## src/rtl/period_list_dma.sv

```systemverilog
module period_list_dma #(
  parameter int AW = 32,
  parameter int DW = 32,
  parameter int PW = 16,
  parameter int IW = 6,
  parameter int BURST_BYTES = 64,
  parameter int ENTRY_BYTES = 8
) (
  input  logic          clk,
  input  logic          rst_n,
  input  logic          start,
  input  logic [AW-1:0] list_base,
  input  logic [IW-1:0] list_last,
  input  logic          end_stop,
  input  logic [PW-1:0] end_addr,
  input  logic          fifo_ready,
  output logic          rd_req,
  output logic [AW-1:0] rd_addr,
  output logic          rd_data,
  input  logic          rd_ready,
  input  logic          rsp_valid,
  input  logic [DW-1:0] rsp_data,
  output logic          running,
  output logic [IW-1:0] cur_index,
  output logic [PW-1:0] cur_ptr,
  output logic          period_half,
  output logic          period_end,
  output logic          list_half,
  output logic          list_wrap,
  output logic          underrun
);

  localparam int WORD_BYTES = DW / 8;

  typedef enum logic [2:0] {
    ST_IDLE, ST_AREQ, ST_ARSP, ST_ZREQ, ST_ZRSP, ST_BURST
  } state_t;

  state_t        state;
  logic [AW-1:0] per_base;
  logic [PW-1:0] per_size;

  logic [PW:0] ptr_next, half_size;
  logic [IW:0] idx_step, list_mid;
  logic        fire, crossed_half, per_done, hit_stop, at_last, mid_cross;

  assign ptr_next     = {1'b0, cur_ptr} + (PW+1)'(BURST_BYTES);
  assign half_size    = {1'b0, per_size} >> 1;
  assign crossed_half = ({1'b0, cur_ptr} < half_size) && (ptr_next >= half_size);
  assign per_done     = ptr_next >= {1'b0, per_size};
  assign hit_stop     = end_stop && (ptr_next == {1'b0, end_addr});

  assign idx_step  = {1'b0, cur_index} + (IW+1)'(ENTRY_BYTES);
  assign list_mid  = ({1'b0, list_last} + (IW+1)'(ENTRY_BYTES)) >> 1;
  assign at_last   = cur_index >= list_last;
  assign mid_cross = !at_last && ({1'b0, cur_index} < list_mid) && (idx_step >= list_mid);

  assign running = state != ST_IDLE;
  assign rd_data = state == ST_BURST;
  assign rd_req  = (state == ST_AREQ) || (state == ST_ZREQ) || (rd_data && fifo_ready);
  assign fire    = rd_data && fifo_ready && rd_ready;

  always_comb begin
    case (state)
      ST_AREQ: rd_addr = list_base + AW'(cur_index);
      ST_ZREQ: rd_addr = list_base + AW'(cur_index) + AW'(WORD_BYTES);
      default: rd_addr = per_base + AW'(cur_ptr);
    endcase
  end

  always_ff @(posedge clk) begin
    if (!rst_n) begin
      state       <= ST_IDLE;
      per_base    <= '0;
      per_size    <= '0;
      cur_index   <= '0;
      cur_ptr     <= '0;
      underrun    <= 1'b0;
      period_half <= 1'b0;
      period_end  <= 1'b0;
      list_half   <= 1'b0;
      list_wrap   <= 1'b0;
    end else begin
      period_half <= 1'b0;
      period_end  <= 1'b0;
      list_half   <= 1'b0;
      list_wrap   <= 1'b0;
      if (start) begin
        state     <= ST_AREQ;
        cur_index <= '0;
        cur_ptr   <= '0;
        underrun  <= 1'b0;
      end else begin
        case (state)
          ST_AREQ: if (rd_ready) state <= ST_ARSP;
          ST_ARSP: if (rsp_valid) begin
            per_base <= rsp_data[AW-1:0];
            state    <= ST_ZREQ;
          end
          ST_ZREQ: if (rd_ready) state <= ST_ZRSP;
          ST_ZRSP: if (rsp_valid) begin
            per_size <= rsp_data[DW-1 -: PW];
            state    <= ST_BURST;
          end
          ST_BURST: begin
            if (!fifo_ready) begin
              underrun <= 1'b1;
            end else if (rd_ready) begin
              period_half <= crossed_half;
              if (hit_stop) begin
                cur_ptr <= ptr_next[PW-1:0];
                state   <= ST_IDLE;
              end else if (per_done) begin
                cur_ptr    <= '0;
                period_end <= 1'b1;
                list_wrap  <= at_last;
                list_half  <= mid_cross;
                cur_index  <= at_last ? '0 : idx_step[IW-1:0];
                state      <= ST_AREQ;
              end else begin
                cur_ptr <= ptr_next[PW-1:0];
              end
            end
          end
          default: state <= ST_IDLE;
        endcase
      end
    end
  end

  assert_start_clears_R2: assert property (@(posedge clk) disable iff (!rst_n)
    start |=> running && cur_index == '0 && cur_ptr == '0 && !underrun);

  assert_entry_req_held_R3: assert property (@(posedge clk) disable iff (!rst_n)
    (rd_req && !rd_data && !rd_ready && !start) |=> rd_req && !rd_data && $stable(rd_addr));

  assert_end_resets_ptr_R5: assert property (@(posedge clk) disable iff (!rst_n)
    period_end |-> cur_ptr == '0 && running);

  assert_wrap_to_zero_R7: assert property (@(posedge clk) disable iff (!rst_n)
    list_wrap |-> cur_index == '0 && period_end);

  assert_underrun_holds_R9: assert property (@(posedge clk) disable iff (!rst_n)
    (rd_data && !fifo_ready && !start) |=> underrun && $stable(cur_ptr) && $stable(cur_index));

  assert_stop_halts_R10: assert property (@(posedge clk) disable iff (!rst_n)
    (fire && hit_stop && !start) |=> !running && !rd_req && !period_end && cur_ptr == $past(end_addr));

endmodule

```

## config.mk

```make
export PLATFORM = sky130hd
export DESIGN_NAME = period_list_dma
export DESIGN_NICKNAME = d
export VERILOG_FILES = /design/src/rtl/period_list_dma.sv
export SDC_FILE = /design/constraint.sdc
export NUM_CORES = 1
export LEC_CHECK = 0
export BUFFER_PORTS_ARGS = -buffer_cell sky130_fd_sc_hd__buf_4
export CAP_MARGIN = 0
export CORE_MARGIN = 2
export CORE_UTILIZATION = 54
export CTS_CLUSTER_SIZE = 30
export DETAILED_ROUTE_END_ITERATION = 12
export GPL_TIMING_DRIVEN = 0
export PLACE_DENSITY = 0.82
export SETUP_SLACK_MARGIN = 0.2
export SYNTH_ARGS = -nofsm -noshare
export SYNTH_HDL_FRONTEND = slang
export SYNTH_SLANG_ARGS = --single-unit
export TNS_END_PERCENT = 1
```

## constraint.sdc

```tcl
create_clock -name clk -period 3.8 [get_ports clk]
set_input_delay 0.38 -clock clk [delete_from_list [all_inputs] [get_ports clk]]
set_output_delay 0.38 -clock clk [all_outputs]
set_load 0.05 [all_outputs]
```

==> impl_metrics.ini <==
[floorplanning]
die_h_um = 108
die_w_um = 108
die-area_mm2 = 0.0116
start_util_pct = 56.0
fp-row-count = 37
pin_count = 155
core_area_mm2 = 0.0104

[setup_path]
cp-startpoint = cur_index[5]
required_ns = 3.42
critPathArrivalTime_ns = 3.17
crit_fanout = 9
worstSetupStartpointType = flip-flop
cp-end-kind = output port
worstSetupPathType = flip-flop to output port
timing.rr.start = cur_ptr[7]

[pwr]
p_sw_mw = 0.514
p_leak_nw = 3.17
powerDensity_mw_per_mm2 = 246
p_sw_share_pct = 27.8
comb_power_share_pct = 20.2
pwr-share-seq_pct = 39.4
internal-power_mw = 1.33
p_total_mw = 1.85
clkPwrFrac_pct = 40.4
ir_drop_mv = 0.194

[synth]
async_flop_share_pct = 0
synthTopCellsByArea = dfxtp_1 24%, ha_1 12%, nand2_1 9.8%
syn_inst = 755
yosysSeqAreaShare_pct = 23.8
syn_area_mm2 = 0.00580
yosysUniqueCellTypes = 60
synth_top_cell_area_share_pct = 23.8
synth.largest_area_cell = dfxtp_1
synth_seq_cells = 69
synth_edf_count = 0
ys_warn_count = 0
synth_ff_type = dfxtp_1
synth_area_per_cell_um2 = 7.69

[route]
dr_total_vias = 6113
drt-total-wl_um = 17100
vias_per_cell = 5.76
dr.pass1.iters = 5
wire_per_inst_um = 16.1
detail_route.iter0.violations = 348
route.detailed.drc = 0
ant_nets = 0

[min_path]
holdCritStartpoint = rsp_data[22]
hold_path.class = input port to flip-flop

[finish]
n_antenna_cell = 0
areaGrowthSynthToFinish_pct = 29.0
n_fill_cell = 838
final_net_count = 1069
stdcell_area_mm2 = 0.00749
layout.cells.non_filler = 1062
drive_gt1_share_pct = 22.5

[sta]
rsz0062_at_grt = true
finalCritPeriodShare_pct = 93.4
max_slew_margin_pct = 34.0
worst_slew_pin_slew_ns = 0.985
finalSetupTns_ns = 0
postLayoutSetupSlackWorst_ns = 0.252
max_freq_mhz = 282
setup_viol = 0
skew_ns = 0.00662
post-route-min-period_ns = 3.55
slew_viol_final = 0
hold_viol_final = 0

[clock_tree]
htreeDepth = 3
cts_hold_buf = 0
cts_root_buf = clkbuf_8
clk_pin_slew_worst_paths_ns = 0.08
clock-sinks = 69
clk_latency_ns = 0.35
cts_made_buffers = 9
cts_buffer_depth = 2
cts_tree = yes

[placed_design]
dp.cells = 1044
gp_congestion = 0.904
preCtsSetupSlack_ns = 0.161
placed_cell_area_mm2 = 0.00709
place_hpwl_um = 13500
io_buffers = 145

[global_route]
grt_pass1_vias = 5821
grt_max_degree = 13
track_usage_pct = 28.7
gr-total-overflow = 0
grt_pass1_wl_um = 26400
antenna_found_initial = 0

[run_status]
status = finished, final reports clean

[job]
drv_cap = 0
-- what timing repair did --
item	CTS	global route
endpoints found under the hold margin	0	0
pin swaps	0	2
endpoints found under the setup margin	18	32
buffers inserted	0	3
gates resized for setup	5	18
-- registers in the layout, indices dropped and copies added, names as in the netlist --
name         flops
period_end       1
underrun         1
list_wrap        1
per_size        16
list_half        1
cur_ptr         10
state            3
period_half      1
cur_index        3
per_base        32
-- stage by stage --
step | util, % | hold slack (ns)
after floorplan | - | 0.438
after global placement | 68.4 | 0.451
after detailed placement | 68.4 | 0.455
after CTS | 71.1 | 0.279
after global routing | 72.2 | 0.280
final | 72.2 | 0.288
-- per-layer routing --
metal / track usage [%] / share of wire (%)
met5: 0 / 0
met4: 11.2 / 2.9
met3: 5.08 / 7.1
met2: 50.3 / 49
met1: 34.7 / 41
-- power by group through the flow --
stage / clock network (mW) / registers (mW) / logic [mW]
after detailed placement: 0 / 0.744 / 0.369
after CTS: 0.749 / 0.727 / 0.371
final: 0.745 / 0.727 / 0.373
after global placement: 0 / 0.744 / 0.364
after global routing: 0.780 / 0.727 / 0.397
after floorplan: 0 / 0.744 / 0.212
-- cells in the mapped netlist (2+ instances only) --
master / instances
nand2b_1: 8
o2111ai_1: 2
o21a_1: 5
nand3_1: 24
nor4_1: 10
nor2b_1: 10
and4_1: 4
buf_2: 3
a32o_1: 5
a21o_1: 7
mux2i_1: 14
nor2_1: 41
xnor2_1: 40
a21oi_1: 32
buf_4: 12
nand2_1: 151
o21ai_0: 29
a31oi_1: 7
and3_1: 5
or3_1: 7
inv_1: 26
xor2_1: 30
a211oi_1: 6
and2_1: 2
or2_2: 6
nor3_1: 16
nand4_1: 11
nor4b_1: 5
dfxtp_1: 69
o21bai_1: 2
nor3b_1: 6
a2111oi_0: 2
o211ai_1: 2
clkbuf_1: 28
ha_1: 54
a21boi_0: 48
xnor3_1: 3
-- worst max-delay path: stages (launching register included) --
cell and delay, ns:
dfxtp_1 0.56, ha_1 0.32, o21ai_0 0.14, nor2_2 0.29
mux2_2 0.45, a31oi_4 0.37, nor4_2 0.10, xnor2_1 0.15
mux2i_1 0.20, buf_4 0.24
-- placed cells by master (no fill, tap or decap), types with 3 or more instances in the layout --
cell type | Yosys | routed
clkbuf_1 | 28 | 28
nor2_1 | 41 | 39
nor3b_1 | 6 | 6
mux2i_1 | 14 | 14
nor2b_1 | 10 | 10
a21boi_0 | 48 | 48
inv_1 | 26 | 26
a31oi_1 | 7 | 6
conb_1 | 1 | 9
xor2_1 | 30 | 30
o21ai_1 | 1 | 5
buf_4 | 12 | 159
or2_2 | 6 | 6
clkbuf_8 | 0 | 10
ha_1 | 54 | 54
bufinv_16 | 0 | 3
dfxtp_1 | 69 | 67
nor4_1 | 10 | 8
nand4_1 | 11 | 11
and3_1 | 5 | 5
o21ai_0 | 29 | 25
a21o_1 | 7 | 7
and4_1 | 4 | 4
or3_1 | 7 | 7
nand3_1 | 24 | 24
nand2_1 | 151 | 151
xnor3_1 | 3 | 3
nor3_1 | 16 | 16
xnor2_1 | 40 | 40
a211oi_1 | 6 | 6
o21a_1 | 5 | 5
nand2b_1 | 8 | 8
nor4b_1 | 5 | 4
a32o_1 | 5 | 5
buf_2 | 3 | 3
a21oi_1 | 32 | 31
-- final timing paths --
kind / slack (ns) / cells past startpoint / end
max reg2reg: 0.31 / 13 / cur_index[3]
max: 0.25 / 9 / rd_addr[30]
min: 0.29 / 3 / per_size[6]
min reg2reg: 0.46 / 2 / per_size[0]
-- final cells by class --
class                      instances  area (um2)  area share [%]
multi-input combinational        625        4260            56.9
sequential                        69        1380            18.5
clock inverter                     5         108            1.44
inverter                          26        97.6            1.30
tap                              136         170            2.27
timing repair buffer             148        1120            15.0
clock buffer                      10         138            1.84
buffer                            43         210            2.81
-- cells by family after synthesis --
family                   synth area share (%)
AND/OR/NAND/NOR                          26.1
multiplexers                             2.61
buffers and inverters                    5.30
adder cells (fa/ha/maj)                  11.8
XOR/XNOR                                 11.7
flip-flops                               23.8
other                                  0.0646
AO/OA/AOI/OAI                            18.6
(Power assumes the default switching activity.)
